**src/rtl/sdh_cmd_pkg.sv**
```systemverilog
package sdh_cmd_pkg;

  localparam int DATA_W    = 32;
  localparam int CMD_W     = 16;
  localparam int RSP_WORDS = 4;

  // word addresses
  localparam int W_ARG  = 0;
  localparam int W_CMD  = 1;
  localparam int W_RSP0 = 4;
  localparam int W_STAT = 8;
  localparam int W_RST  = 9;
  localparam int W_PRES = 10;

  // flag and status bit positions
  localparam int FLAG_CRC  = 3;
  localparam int FLAG_IDX  = 4;
  localparam int FLAG_DATA = 5;
  localparam int ST_CMD    = 0;
  localparam int ST_XFER   = 1;
  localparam int ST_DMA    = 3;
  localparam int ST_ERR    = 15;
  localparam int ST_CRCERR = 16;
  localparam int ST_IDXERR = 17;

  typedef enum logic [1:0] {
    RSP_NONE  = 2'b00,
    RSP_LONG  = 2'b01,
    RSP_SHORT = 2'b10,
    RSP_BUSY  = 2'b11
  } rspKind_e;

  typedef enum logic [1:0] {
    S_IDLE,
    S_RSP,
    S_XFER
  } cmdState_e;

  typedef struct packed {
    logic latchCmd;
    logic storeRsp;
    logic setCmdCmpl;
    logic setXferCmpl;
    logic setCrcErr;
    logic setIdxErr;
    logic clrCmdBits;
    logic clrDataBits;
  } ctlStrb_t;

endpackage

```
**src/rtl/sdh_cmd_ctrl.sv**
```systemverilog
module sdh_cmd_ctrl
  import sdh_cmd_pkg::*;
#(
  parameter int RST_CYCLES = 4
) (
  input  logic       clk,
  input  logic       rstN,
  input  logic       cmdWrite,
  input  logic       rstWrite,
  input  logic [1:0] rstBits,
  input  logic [7:0] cmdIdx,
  input  rspKind_e   rspKind,
  input  logic       crcEn,
  input  logic       idxEn,
  input  logic       dataEn,
  input  logic       engCmdDone,
  input  logic [7:0] engRspIndex,
  input  logic       engRspCrcBad,
  input  logic       engXferDone,
  output ctlStrb_t   strb,
  output logic       engStart,
  output logic       cmdBusy,
  output logic       xferBusy,
  output logic       cmdRstBusy,
  output logic       dataRstBusy
);

  localparam int CNT_W = $clog2(RST_CYCLES + 1);

  cmdState_e        state, nextState;
  logic [CNT_W-1:0] cmdCnt, dataCnt;
  logic             cmdRstNow, dataRstNow, abortNow;
  logic             rspPresent, crcErr, idxErr, needsXfer;

  assign cmdRstBusy  = (cmdCnt != '0);
  assign dataRstBusy = (dataCnt != '0);
  assign cmdRstNow   = (rstWrite && rstBits[0]) || cmdRstBusy;
  assign dataRstNow  = (rstWrite && rstBits[1]) || dataRstBusy;
  assign abortNow    = cmdRstNow || dataRstNow;

  assign rspPresent = (rspKind != RSP_NONE);
  assign crcErr     = rspPresent && crcEn && engRspCrcBad;
  assign idxErr     = rspPresent && idxEn && (engRspIndex != cmdIdx);
  assign needsXfer  = dataEn || (rspKind == RSP_BUSY);

  always_comb begin
    strb      = '0;
    nextState = state;
    unique case (state)
      S_IDLE: if (cmdWrite) begin
        strb.latchCmd = 1'b1;
        nextState     = S_RSP;
      end
      S_RSP: if (engCmdDone) begin
        strb.storeRsp = rspPresent;
        if (crcErr || idxErr) begin
          strb.setCrcErr = crcErr;
          strb.setIdxErr = idxErr;
          nextState      = S_IDLE;
        end else begin
          strb.setCmdCmpl = 1'b1;
          nextState       = needsXfer ? S_XFER : S_IDLE;
        end
      end
      S_XFER: if (engXferDone) begin
        strb.setXferCmpl = 1'b1;
        nextState        = S_IDLE;
      end
      default: nextState = S_IDLE;
    endcase
    if (abortNow) begin
      strb      = '0;
      nextState = S_IDLE;
    end
    strb.clrCmdBits  = cmdRstNow;
    strb.clrDataBits = dataRstNow;
  end

  always_ff @(posedge clk or negedge rstN) begin
    if (!rstN) begin
      state    <= S_IDLE;
      engStart <= 1'b0;
      cmdCnt   <= '0;
      dataCnt  <= '0;
    end else begin
      state    <= nextState;
      engStart <= strb.latchCmd;
      if (rstWrite && rstBits[0]) cmdCnt <= CNT_W'(RST_CYCLES);
      else if (cmdRstBusy)        cmdCnt <= cmdCnt - CNT_W'(1);
      if (rstWrite && rstBits[1]) dataCnt <= CNT_W'(RST_CYCLES);
      else if (dataRstBusy)       dataCnt <= dataCnt - CNT_W'(1);
    end
  end

  assign cmdBusy  = (state != S_IDLE);
  assign xferBusy = (state == S_XFER);

endmodule

```
**src/rtl/sdh_cmd_dp.sv**
```systemverilog
module sdh_cmd_dp
  import sdh_cmd_pkg::*;
#(
  parameter int ADDR_W = 4
) (
  input  logic                        clk,
  input  logic                        rstN,
  input  logic                        wrEn,
  input  logic [ADDR_W-1:0]           wrAddr,
  input  logic [DATA_W-1:0]           wrData,
  input  logic [ADDR_W-1:0]           rdAddr,
  output logic [DATA_W-1:0]           rdData,
  input  ctlStrb_t                    strb,
  input  logic                        dmaIrq,
  input  logic [RSP_WORDS*DATA_W-1:0] engRsp,
  input  logic                        cmdBusy,
  input  logic                        xferBusy,
  input  logic                        cmdRstBusy,
  input  logic                        dataRstBusy,
  output logic [DATA_W-1:0]           argReg,
  output logic [CMD_W-1:0]            cmdReg,
  output logic [DATA_W-1:0]           intStat
);

  localparam logic [DATA_W-1:0] W1C_MASK =
    (DATA_W'(1) << ST_CMD) | (DATA_W'(1) << ST_XFER) | (DATA_W'(1) << ST_DMA) |
    (DATA_W'(1) << ST_CRCERR) | (DATA_W'(1) << ST_IDXERR);
  localparam logic [DATA_W-1:0] CMD_CLR  =
    (DATA_W'(1) << ST_CMD) | (DATA_W'(1) << ST_CRCERR) | (DATA_W'(1) << ST_IDXERR);
  localparam logic [DATA_W-1:0] DATA_CLR =
    (DATA_W'(1) << ST_XFER) | (DATA_W'(1) << ST_DMA);

  logic [DATA_W-1:0]           statReg, statSet, statClr;
  logic [RSP_WORDS*DATA_W-1:0] rspVec;
  logic [RSP_WORDS-1:0]        loadWord;
  logic                        isLong;

  assign isLong = (rspKind_e'(cmdReg[1:0]) == RSP_LONG);

  // word 0 loads for every response, the rest only for a long one
  for (genvar k = 0; k < RSP_WORDS; k++) begin : g_load
    if (k == 0) begin : g_first
      assign loadWord[k] = strb.storeRsp;
    end else begin : g_rest
      assign loadWord[k] = strb.storeRsp && isLong;
    end
  end

  always_comb begin
    statSet = '0;
    statSet[ST_CMD]    = strb.setCmdCmpl;
    statSet[ST_XFER]   = strb.setXferCmpl;
    statSet[ST_DMA]    = dmaIrq;
    statSet[ST_CRCERR] = strb.setCrcErr;
    statSet[ST_IDXERR] = strb.setIdxErr;
    statClr = (wrEn && wrAddr == ADDR_W'(W_STAT)) ? (wrData & W1C_MASK) : '0;
    if (strb.clrCmdBits)  statClr = statClr | CMD_CLR;
    if (strb.clrDataBits) statClr = statClr | DATA_CLR;
  end

  always_ff @(posedge clk or negedge rstN) begin
    if (!rstN) begin
      argReg  <= '0;
      cmdReg  <= '0;
      statReg <= '0;
      rspVec  <= '0;
    end else begin
      if (wrEn && wrAddr == ADDR_W'(W_ARG)) argReg <= wrData;
      if (strb.latchCmd) cmdReg <= wrData[CMD_W-1:0];
      statReg <= (statReg & ~statClr) | statSet;
      for (int k = 0; k < RSP_WORDS; k++) begin
        if (loadWord[k]) rspVec[k*DATA_W +: DATA_W] <= engRsp[k*DATA_W +: DATA_W];
      end
    end
  end

  always_comb begin
    intStat = statReg;
    intStat[ST_ERR] = statReg[ST_CRCERR] | statReg[ST_IDXERR];
  end

  always_comb begin
    rdData = '0;
    if (rdAddr == ADDR_W'(W_ARG))  rdData = argReg;
    if (rdAddr == ADDR_W'(W_CMD))  rdData = DATA_W'(cmdReg);
    if (rdAddr == ADDR_W'(W_STAT)) rdData = intStat;
    if (rdAddr == ADDR_W'(W_RST))  rdData = DATA_W'({dataRstBusy, cmdRstBusy, 1'b0});
    if (rdAddr == ADDR_W'(W_PRES)) rdData = DATA_W'({xferBusy, cmdBusy});
    for (int k = 0; k < RSP_WORDS; k++) begin
      if (rdAddr == ADDR_W'(W_RSP0 + k)) rdData = rspVec[k*DATA_W +: DATA_W];
    end
  end

endmodule

```
**src/rtl/sdh_cmd_issue.sv**
```systemverilog
module sdh_cmd_issue
  import sdh_cmd_pkg::*;
#(
  parameter int ADDR_W     = 4,
  parameter int RST_CYCLES = 4
) (
  input  logic                        clk,
  input  logic                        rstN,
  input  logic                        wrEn,
  input  logic [ADDR_W-1:0]           wrAddr,
  input  logic [DATA_W-1:0]           wrData,
  input  logic [ADDR_W-1:0]           rdAddr,
  output logic [DATA_W-1:0]           rdData,
  output logic                        engStart,
  output logic [CMD_W-1:0]            engCmdWord,
  output logic [DATA_W-1:0]           engArg,
  input  logic                        engCmdDone,
  input  logic [7:0]                  engRspIndex,
  input  logic                        engRspCrcBad,
  input  logic [RSP_WORDS*DATA_W-1:0] engRsp,
  input  logic                        engXferDone,
  input  logic                        dmaIrq
);

  ctlStrb_t          strb;
  logic              cmdBusy, xferBusy, cmdRstBusy, dataRstBusy, rstBusy;
  logic [DATA_W-1:0] intStat;

  assign rstBusy = cmdRstBusy | dataRstBusy;

  sdh_cmd_ctrl #(.RST_CYCLES(RST_CYCLES)) u_ctrl (
    .clk         (clk),
    .rstN        (rstN),
    .cmdWrite    (wrEn && wrAddr == ADDR_W'(W_CMD)),
    .rstWrite    (wrEn && wrAddr == ADDR_W'(W_RST)),
    .rstBits     (wrData[2:1]),
    .cmdIdx      (engCmdWord[15:8]),
    .rspKind     (rspKind_e'(engCmdWord[1:0])),
    .crcEn       (engCmdWord[FLAG_CRC]),
    .idxEn       (engCmdWord[FLAG_IDX]),
    .dataEn      (engCmdWord[FLAG_DATA]),
    .engCmdDone  (engCmdDone),
    .engRspIndex (engRspIndex),
    .engRspCrcBad(engRspCrcBad),
    .engXferDone (engXferDone),
    .strb        (strb),
    .engStart    (engStart),
    .cmdBusy     (cmdBusy),
    .xferBusy    (xferBusy),
    .cmdRstBusy  (cmdRstBusy),
    .dataRstBusy (dataRstBusy)
  );

  sdh_cmd_dp #(.ADDR_W(ADDR_W)) u_dp (
    .clk        (clk),
    .rstN       (rstN),
    .wrEn       (wrEn),
    .wrAddr     (wrAddr),
    .wrData     (wrData),
    .rdAddr     (rdAddr),
    .rdData     (rdData),
    .strb       (strb),
    .dmaIrq     (dmaIrq),
    .engRsp     (engRsp),
    .cmdBusy    (cmdBusy),
    .xferBusy   (xferBusy),
    .cmdRstBusy (cmdRstBusy),
    .dataRstBusy(dataRstBusy),
    .argReg     (engArg),
    .cmdReg     (engCmdWord),
    .intStat    (intStat)
  );

endmodule

```
**config.mk**
```make
export PLATFORM = sky130hd
export DESIGN_NAME = sdh_cmd_issue
export DESIGN_NICKNAME = d
export VERILOG_FILES = /design/src/rtl/sdh_cmd_pkg.sv /design/src/rtl/sdh_cmd_ctrl.sv /design/src/rtl/sdh_cmd_dp.sv /design/src/rtl/sdh_cmd_issue.sv
export SDC_FILE = /design/constraint.sdc
export NUM_CORES = 1
export LEC_CHECK = 0
export BUFFER_PORTS_ARGS = -buffer_cell sky130_fd_sc_hd__clkbuf_2
export CAP_MARGIN = 30
export CORE_ASPECT_RATIO = 0.7
export CORE_MARGIN = 2
export CORE_UTILIZATION = 56
export CTS_CLUSTER_SIZE = 20
export DETAILED_ROUTE_END_ITERATION = 10
export PLACE_DENSITY = 0.91
export SYNTH_ARGS = -nofsm -noshare
export SYNTH_HDL_FRONTEND = slang
export SYNTH_SLANG_ARGS = --single-unit
```
**constraint.sdc**
```tcl
create_clock -name clk -period 3.2 [get_ports clk]
set_input_delay 0.32 -clock clk [delete_from_list [all_inputs] [get_ports clk]]
set_output_delay 0.32 -clock clk [all_outputs]
set_load 0.03 [all_outputs]
```
; Word level (Yosys, flattened, before mapping)
; Index checks and enable logic that the tools add are counted.
; W data, S select, Z words.
[totals]
ff_bits = 217
in_bits = 183
out_inout_bits = 81
elab_cells = 94
[op_classes]
n_addsub = 2
eq_ne = 19
muxes = 34
bitwise = 4
reduce_logical = 26
[ops]
columns = cell, count
row1 = $mux W32, 9
row2 = $mux W18, 2
row3 = $and A32 B32 Y32, 1
row4 = $not A18 Y32, 1
row5 = $or A32 B18 Y32, 1
row6 = $mux W2, 11
row7 = $eq A4 B4 Y1 const B, 5
row8 = $eq A4 B3 Y1 const B, 4
row9 = $mux W3, 4
row10 = $logic_and A1 B1 Y1, 11
row11 = $eq A4 B1 Y1 const B, 2
row12 = $logic_not A4 Y1, 2
row13 = $mux W8, 1
row14 = $ne A8 B8 Y1, 1
row15 = $reduce_bool A2 Y1, 4
row16 = $pmux W2 S3, 1
row17 = $reduce_bool A3 Y1, 2
row18 = $sub A3 B1 Y3 const B, 2
row19 = $logic_or A1 B1 Y1, 5
row20 = $mux W1, 5
row21 = $eq A2 B1 Y1 const B, 2
row22 = $eq A2 B2 Y1 const B, 2
row23 = $mux W4, 1
row24 = $ne A3 B1 Y1 const B, 1
row25 = 5 further kinds, 5

; Longest topological paths before layout
; Gate-level depths: netlist (run 1).
[logic_depth]
depth_word = 10
ltp_mapped = 8

; Cells and area by module
; From an unflattened synthesis (run 1), not the netlist that was laid out.
[hier_totals]
cells_unflattened = 766
area_unflattened_um2 = 9326.4
[modules_own_cells]
columns = module, n_inst, cells_each, area_each_um2, seq_area_each_um2
row1 = sdh_cmd_dp, 1, 687, 8617.0, 4529.3
row2 = sdh_cmd_ctrl, 1, 75, 686.9, 225.2
row3 = sdh_cmd_issue, 1, 4, 22.5, 0.0

; Worst setup path before layout (run 1)
; OpenSTA, ideal clock, no wires.
[synth_path]
kind = input-to-output
startpoint = in rdAddr[3]
endpoint = out rdData[23]
arrival_ps = 2044
required_ps = 2880
path_slack_ps = 836
cell_stages = 6
path_cell_list = buf_2 -> or2_2 -> nor3_1 -> buf_2 -> a222oi_1 -> a31oi_1
[synth_via]
elab_chain_cells = 10
[synth_lines]
columns = element, line
row1 = from (decl), sdh_cmd_issue.sv:12  ; input logic [ADDR_W-1:0] rdAddr,
row2 = $logic_not A4 Y1, sdh_cmd_dp.sv:84  ; if (rdAddr == ADDR_W'(W_ARG)) rdData = argReg;
row3 = $mux W32, sdh_cmd_dp.sv:84
row4 = $mux W32, sdh_cmd_dp.sv:85  ; if (rdAddr == ADDR_W'(W_CMD)) rdData = DATA_W'(cmdReg);
row5 = $mux W32, sdh_cmd_dp.sv:86  ; if (rdAddr == ADDR_W'(W_STAT)) rdData = intStat;
row6 = $mux W32, sdh_cmd_dp.sv:87  ; if (rdAddr == ADDR_W'(W_RST)) rdData = DATA_W'({dataRstBusy, cmdRstBusy, 1'b0});
row7 = $mux W32, sdh_cmd_dp.sv:88  ; if (rdAddr == ADDR_W'(W_PRES)) rdData = DATA_W'({xferBusy, cmdBusy});
row8 = $mux W32 (3 in a row), sdh_cmd_dp.sv:90  ; if (rdAddr == ADDR_W'(W_RSP0 + k)) rdData = rspVec[k*DATA_W +: DATA_W];
row9 = $mux W32 (*), sdh_cmd_dp.sv:90
row10 = to (decl), sdh_cmd_issue.sv:13  ; output logic [DATA_W-1:0] rdData,
; Every way passes the cells marked *; elsewhere a longest branch is shown, timed or not.

; Worst setup path after layout (run 1)
[layout_path]
startpoint = in rdAddr[3]
endpoint = out rdData[31]
; Same word-level chain as after synthesis.

==> reports/qor.csv, run 1 <==
stage,metric,value,unit
synth,largest family of logic cells by synthesized area,multiplexers,
drt,DRT iter0 DRCs,504,
cts,Max clock buf depth,2,
die,Initial Util,0.573,
die,Cell Rows,38,
sta,Worst-Margin Slew,958,ps
synth,Post-Syn Area,8880,um2
drt,Met1 Wirelength,10100,um
synth,Synth Area in Adders,0.00563,
synth,ys flop type,dfrtp_1,
worst_setup_path,CP peak stage delay,550,ps
synth,"FF+latch count, synth",190,
drt,final WL,24200,um
synth,largest area contributor in the netlist,dfrtp_1,
worst_setup_path,Required @ worst endpoint,2880,ps
synth,post-synthesis cell count,707,
global_routing,initial antenna violation count,0,
synth,Yosys cell types,53,
cells_and_area,cell area after layout,11000,um2
die,Std-Cell Core Area,15500,um2
run_status,status,"finished, final reports clean",
die,Die Area,16900,um2
worst_setup_path,Reg2Reg Launch Point,u_ctrl.cmdCnt[0],
worst_setup_path,Critical Path End Type,output port,
sta,# setup viols final,0,
worst_setup_path,crit path from,rdAddr[3],
synth,share of async-settable or async-resettable flops after synthesis,1.00,
worst_setup_path,cells along the critical path,clkbuf_2 > nor2b_1 > nand3_1 > buf_4 > a31oi_1 > clkbuf_2,
synth,post-synth top area share,0.535,
drt,metal2 WL,11300,um
synth,Compound-Gate Fraction of Synth Area,0.0860,
worst_setup_path,Crit Path Class,input pin to output port,
cts,H-tree levels,4,
sta,final period utilization,0.828,
sta,total negative slack,0,ps
global_routing,grt ovf,0,
sta,Slew headroom,0.359,
global_routing,Total GRT Usage,0.288,
worst_setup_path,Crit. path cell count,6,
power_and_ir_drop,power per cell area,530,nW/um2
die,Ports,264,
worst_setup_path,CP startpoint kind,input pin,
placement,DP HPWL,17800,um
cts,CTS Buf Count,17,
placement,PortBufs,263,
drt,DR WL/cell,20.6,um
drt,Antenna Violating Nets Remaining,0,
worst_setup_path,CP bufs+invs,3,
synth,mux cell area share after synthesis,0.259,
cells_and_area,Filler Cells Inserted,1125,
drt,Top Layer Used,met4,
synth,"Net Count, Synth",894,
sta,Hold Slack,105,ps
global_routing,pin count of the biggest net entering global routing,73,
synth,post-synthesis average cell area,12.6,um2
global_routing,vias in the first global route,6898,
min_path,worst min-delay path startpoint,dmaIrq,
drt,total iterations of the first detailed-routing run,8,
cells_and_area,share of layout cells above drive strength 1,0.479,
worst_setup_path,most numerous cell on the critical path,clkbuf_2,
cts,TritonCTS clock tree,done,
power_and_ir_drop,"Power, Total",5.82,mW
min_path,hold crit path type,input pin to flip-flop,
cells_and_area,final-stage net count,1150,
sta,Worst Clk Skew,10.9,ps
cts,clk slew on worst S/H paths,70,ps
cts,CTS Root Cell,clkbuf_16,
placement,gp weighted congestion,0.884,
cts,worst-skew pair later-pin latency,420,ps
sta,Tmin final,2650,ps
worst_setup_path,Crit path arrival time,2330,ps
die,Die W,155,um
synth,post-synthesis simple-gate area fraction,0.0759,
worst_setup_path,CP max stage cell,nand3_1,
synth,post-synthesis xor/xnor area fraction,0.00986,
cts,Post-CTS Setup Repair Bufs,0,
cts,clk sinks,190,
synth,Synthesis Warnings,0,
sta,Fin. Hold Viols,0,
cells_and_area,post-route insts no fill,1175,
drt,via/cell ratio,5.93,
cells_and_area,area grow syn2layout,23.6,%
die,Die Y,109,um
sta,Max Fclk,377,MHz
worst_setup_path,"CP delay by family, top",simple AND/OR/NAND/NOR gates,
drt,routed vias,6962,
global_routing,first-pass GRT wire length,37000,um
worst_setup_path,crit-path max FO,20,
drt,number of remaining DRC errors,0,
power_and_ir_drop,leakage,5.79,nW
min_path,worst hold path depth,2,
cts,Post-CTS Resized,0,
drt,met3 WL,2070,um
sta,RSZ-0062 raised after global routing,no,
placement,placed cell count,1143,
run,Max Cap Viol,0,
synth,Post-synth EDFFs,0,
worst_setup_path,FF-to-FF path depth,7,
sta,Final Max Tran Viols,0,
cells_and_area,# diodes,0,
synth,sequential area share after synthesis,0.535,
placement,Placed Area,10400,um2
power_and_ir_drop,Peak VDD IR,0.295,mV
synth,largest cells by area after synthesis,"dfrtp_1 (54%), mux2_2 (17%), mux2_1 (5.1%), mux2i_1 (3.0%), nor2_1 (2.2%)",
==> synth_stat cells, drive strengths merged (6+ instances only) <==
library cell and instances:
o21ai 10, nor3 11, mux2i 27, clkbuf 16, nand3b 6, nand2b 6
a22oi 8, xor2 8, nor2b 9, buf 29, mux2 178, dfrtp 190
a21oi 26, o22ai 9, a222oi 9, a221oi 6, or2 6, inv 6
nor2 52, nand2 27, a31oi 14
==> sequential cells by signal, summed over array words and instances, names as in the netlist <==
| signal | count |
|---|---|
| u_dp.statReg | 5 |
| u_ctrl.dataCnt | 3 |
| u_dp.argReg | 32 |
| u_dp.rspVec | 128 |
| u_ctrl.engStart | 1 |
| u_ctrl.cmdCnt | 3 |
| u_dp.cmdReg | 16 |
| u_ctrl.state | 2 |
==> power breakdown <==
group | total (mW) | switching [mW] | internal, mW | leakage [nW]
Combinational | 1.11 | 0.688 | 0.421 | 2.95
Sequential | 2.71 | 0.147 | 2.56 | 2.58
Clock | 2.01 | 0.981 | 1.02 | 0.258
Total | 5.82 | 1.82 | 4.01 | 5.79
==> repair_timing <==
item | CTS | global route
hold buffers | 1 | 0
setup endpoints to repair | 0 | 0
hold endpoints to repair | 57 | 0
==> final cells by class <==
class	count	area (um2)	area share
sequential	190	4750	0.433
multi-input combinational	466	3900	0.355
timing repair buffer	282	1510	0.137
clock buffer	18	429	0.0391
tap	200	250	0.0228
clock inverter	13	119	0.0108
inverter	6	22.5	0.00205
==> cells in the final DEF (no fill, tap or decap), types with 5 or more instances in the layout <==
master       n
a21oi_1     26
a221oi_1     6
a222oi_1     9
a22oi_1      8
a31oi_1     14
buf_4       15
clkbuf_16   17
clkbuf_2   262
dfrtp_1    190
inv_1        6
inv_6        5
mux2_1      40
mux2_2     138
mux2i_1     27
nand2_1     26
nand2b_1     6
nand3b_1     6
nor2_1      50
nor2b_1      9
nor3_1       9
o21ai_0     10
o22ai_1      9
or2_2        6
xor2_1       8
==> metal layers <==
layer  vias to the layer above  global-route usage
met2                       340               0.460
met4                         0               0.106
met5                         -                   0
met3                        44              0.0816
li1                       3114                   -
met1                      3464               0.383
==> logic make-up after synthesis <==
kind of cell / after synthesis
compound gates: 109
simple gates: 137
mux: 206
buf+inv: 51
xor+xnor: 10
fa+ha+maj: 4
flops: 190
==> through the flow <==
step           setup WS (ps)  utilization
5_1_grt                  367        0.709
3_3_place_gp             652        0.673
3_5_place_dp             597        0.673
6_report                 549        0.709
2_1_floorplan            836            -
4_1_cts                  577        0.709
==> final timing paths <==
check                                   end  slack [ps]
max in group asynchronous  u_dp.rspVec[120]        1900
hold / removal              u_dp.statReg[3]         110
hold reg to reg            u_dp.rspVec[116]         490
setup reg to reg            u_dp.rspVec[47]         690
setup / recovery                 rdData[31]         550
min in group asynchronous    u_dp.argReg[0]         420
Note: power is estimated with default switching activity, not from simulation.
==> run 2, diff against run 1 <==
--- a/config.mk
+++ b/config.mk
@@ -9,10 +9,10 @@
 export CAP_MARGIN = 30
 export CORE_ASPECT_RATIO = 0.7
 export CORE_MARGIN = 2
-export CORE_UTILIZATION = 56
+export CORE_UTILIZATION = 47
 export CTS_CLUSTER_SIZE = 20
 export DETAILED_ROUTE_END_ITERATION = 10
-export PLACE_DENSITY = 0.91
+export PLACE_DENSITY = 0.82
 export SYNTH_ARGS = -nofsm -noshare
 export SYNTH_HDL_FRONTEND = slang
 export SYNTH_SLANG_ARGS = --single-unit
==> constraint.sdc (replaced) <==
create_clock -name clk -period 2.3 [get_ports clk]
set_input_delay 0.23 -clock clk [delete_from_list [all_inputs] [get_ports clk]]
set_output_delay 0.23 -clock clk [all_outputs]
set_load 0.03 [all_outputs]
==> reports/qor.csv, run 2 (same netlist as run 1, synthesis figures left out) <==
stage,metric,value,unit,change
die,Cell Rows,42,,+11%
worst_setup_path,FF-to-FF End,u_dp.rspVec[36],,
sta,Slew headroom,0.554,,+0.195
global_routing,vias in the first global route,7369,,+6.8%
cts,H-tree levels,4,,unchanged
worst_setup_path,Reg2Reg Launch Point,u_ctrl.cmdCnt[0],,
die,Die Area,20000,um2,+19%
sta,Worst-Margin Slew,664,ps,-294 ps
cts,Max clock buf depth,2,,unchanged
cells_and_area,max reg flops,128,,unchanged
die,Std-Cell Core Area,18700,um2,+21%
power_and_ir_drop,power per cell area,723,nW/um2,+36%
sta,RSZ-0062 raised after global routing,yes,,
global_routing,first-pass GRT wire length,40700,um,+9.9%
run,Max Cap Viol,0,,unchanged
cells_and_area,"most common cell after layout, fill and taps aside",clkbuf_2,,
placement,PortBufs,263,,unchanged
power_and_ir_drop,"Power, Total",8.43,mW,+45%
cells_and_area,biggest regs,"u_dp.rspVec: 128 flops, u_dp.argReg: 32 flops, u_dp.cmdReg: 16 flops",,
cells_and_area,Filler Cells Inserted,1490,,+32%
cells_and_area,share of layout cells above drive strength 1,0.493,,+0.0137
min_path,worst hold path depth,2,,unchanged
cts,CTS Buf Count,17,,unchanged
worst_setup_path,Worst R2R Setup Slack,40,ps,-650 ps
cells_and_area,area grow syn2layout,31.2,%,
cells_and_area,register with the most flip-flops,u_dp.rspVec,,
sta,Fin. Hold Viols,0,,unchanged
drt,total iterations of the first detailed-routing run,6,,-2
drt,DR WL/cell,21.2,um,+3.0%
drt,final WL,26700,um,+11%
min_path,worst min-delay path startpoint,engRsp[120],,
sta,final period utilization,0.981,,
global_routing,initial antenna violation count,0,,unchanged
drt,Antenna Violating Nets Remaining,0,,unchanged
die,Die W,168,um,+8.9%
worst_setup_path,Crit Path Class,flip-flop to flip-flop,,
sta,Final WS setup,42.9,ps,-506 ps
cts,clk sinks,190,,unchanged
drt,number of remaining DRC errors,0,,unchanged
sta,# setup viols final,0,,unchanged
cts,CTS Root Cell,clkbuf_16,,
cts,TritonCTS clock tree,done,,
drt,DRT iter0 DRCs,522,,+3.6%
sta,Max Fclk,443,MHz,
power_and_ir_drop,Peak VDD IR,0.448,mV,+52%
drt,via/cell ratio,5.72,,-3.4%
die,Ports,264,,unchanged
min_path,hold crit path type,input pin to flip-flop,,
run_status,status,"finished, final reports clean",,
placement,DP HPWL,19300,um,+8.5%
worst_setup_path,CP startpoint kind,flip-flop,,
drt,routed vias,7227,,+3.8%
cells_and_area,most frequent cells in the layout,"clkbuf_2 (259), dfrtp_1 (190), mux2_2 (137)",,
global_routing,grt ovf,0,,unchanged
worst_setup_path,Required @ worst endpoint,2620,ps,-260 ps
die,Die Y,119,um,+8.8%
placement,gp weighted congestion,0.878,,-0.64%
cells_and_area,# diodes,0,,unchanged
global_routing,pin count of the biggest net entering global routing,72,,-1.4%
sta,Tmin final,2260,ps,
worst_setup_path,Critical Path End Type,flip-flop,,
cts,clk slew on worst S/H paths,80,ps,about the same
placement,"worst slack, placed",71.0,ps,-526 ps
cells_and_area,final-stage net count,1195,,+3.9%
worst_setup_path,FF-to-FF path depth,8,,+1
min_path,Worst Hold End,u_dp.rspVec[120],,
sta,Worst Clk Skew,16.2,ps,+5.34 ps
worst_setup_path,Crit path arrival time,2580,ps,+250 ps
cts,worst-skew pair later-pin latency,440,ps,+20 ps
global_routing,Total GRT Usage,0.268,,-0.0206
sta,Final Max Tran Viols,0,,unchanged
worst_setup_path,crit-path max FO,21,,+5.0%
power_and_ir_drop,leakage,6.06,nW,+4.7%
die,Initial Util,0.475,,-0.0983
[run 2: changes by cell type in the layout (fill, tap and decap cells not counted), sizes merged]
| cell | change |
|---|---|
| clkbuf | -1 |
| clkinv | +5 |
| buf | +24 |
| clkinvlp | -1 |
| dlygate4sd3 | +21 |
| inv | -2 |
[run 2: cell type report]
| cell class | instances | area, um2 | share of cell area |
|---|---|---|---|
| multi-input combinational | 466 | 3960 | 0.340 |
| clock inverter | 15 | 170 | 0.0146 |
| timing repair buffer | 327 | 2020 | 0.173 |
| clock buffer | 17 | 425 | 0.0365 |
| sequential | 190 | 4750 | 0.408 |
| inverter | 6 | 22.5 | 0.00193 |
| tap | 242 | 303 | 0.0260 |
[run 2: critical path, stage by stage, from the launching register on]
cell      delay [ps]
dfrtp_1          390
inv_2            110
ha_4             170
and4bb_2         290
o311ai_4         120
nor3b_4          330
buf_12           200
buf_16           170
mux2_2           360
[run 2: where the power goes]
| group | switching, mW | leakage (nW) | internal (mW) |
|---|---|---|---|
| Clock | 1.49 | 0.281 | 1.47 |
| Combinational | 1.01 | 3.20 | 0.679 |
| Sequential | 0.219 | 2.58 | 3.56 |
| Total | 2.72 | 6.06 | 5.71 |
[run 2: routing by layer]
| metal | GRT usage | share of wire | up-vias |
|---|---|---|---|
| li1 | - | - | 3205 |
| met4 | 0.0938 | 0.023 | 0 |
| met2 | 0.428 | 0.47 | 369 |
| met3 | 0.0824 | 0.085 | 45 |
| met1 | 0.348 | 0.42 | 3608 |
| met5 | 0 | 0 | - |
[run 2: worst max-delay path by stage]
stage,start,to,depth (start not counted)
after global routing,u_ctrl.cmdCnt[1],rdData[1],7
after detailed placement,u_ctrl.cmdCnt[0],u_dp.rspVec[36],8
final,u_ctrl.cmdCnt[0],u_dp.rspVec[36],8
after global placement,u_ctrl.cmdCnt[0],u_dp.rspVec[78],8
after CTS,u_ctrl.dataCnt[0],u_dp.rspVec[36],8
after floorplan,rdAddr[3],rdData[23],6
[run 2: timing repair]
action,4_1_cts,5_1_grt
setup buffers,2,1
hold buffers,22,0
gates resized for setup,6,15
gates cloned,0,1
setup endpoints to repair,33,99
pin swaps,0,4
hold endpoints to repair,58,0
[run 2: per-stage QoR]
stage	cells	hold slack (ps)	TNS, ps	utilization	instance area, um2
floorplan	707	-65.6	0	-	8880
CTS	1261	0.0378	-13.5	0.619	11600
global placement	1205	179	0	0.573	10700
finish	1263	15.7	0	0.623	11700
detailed placement	1205	179	0	0.573	10700
global route	1263	5.57	-118	0.623	11700
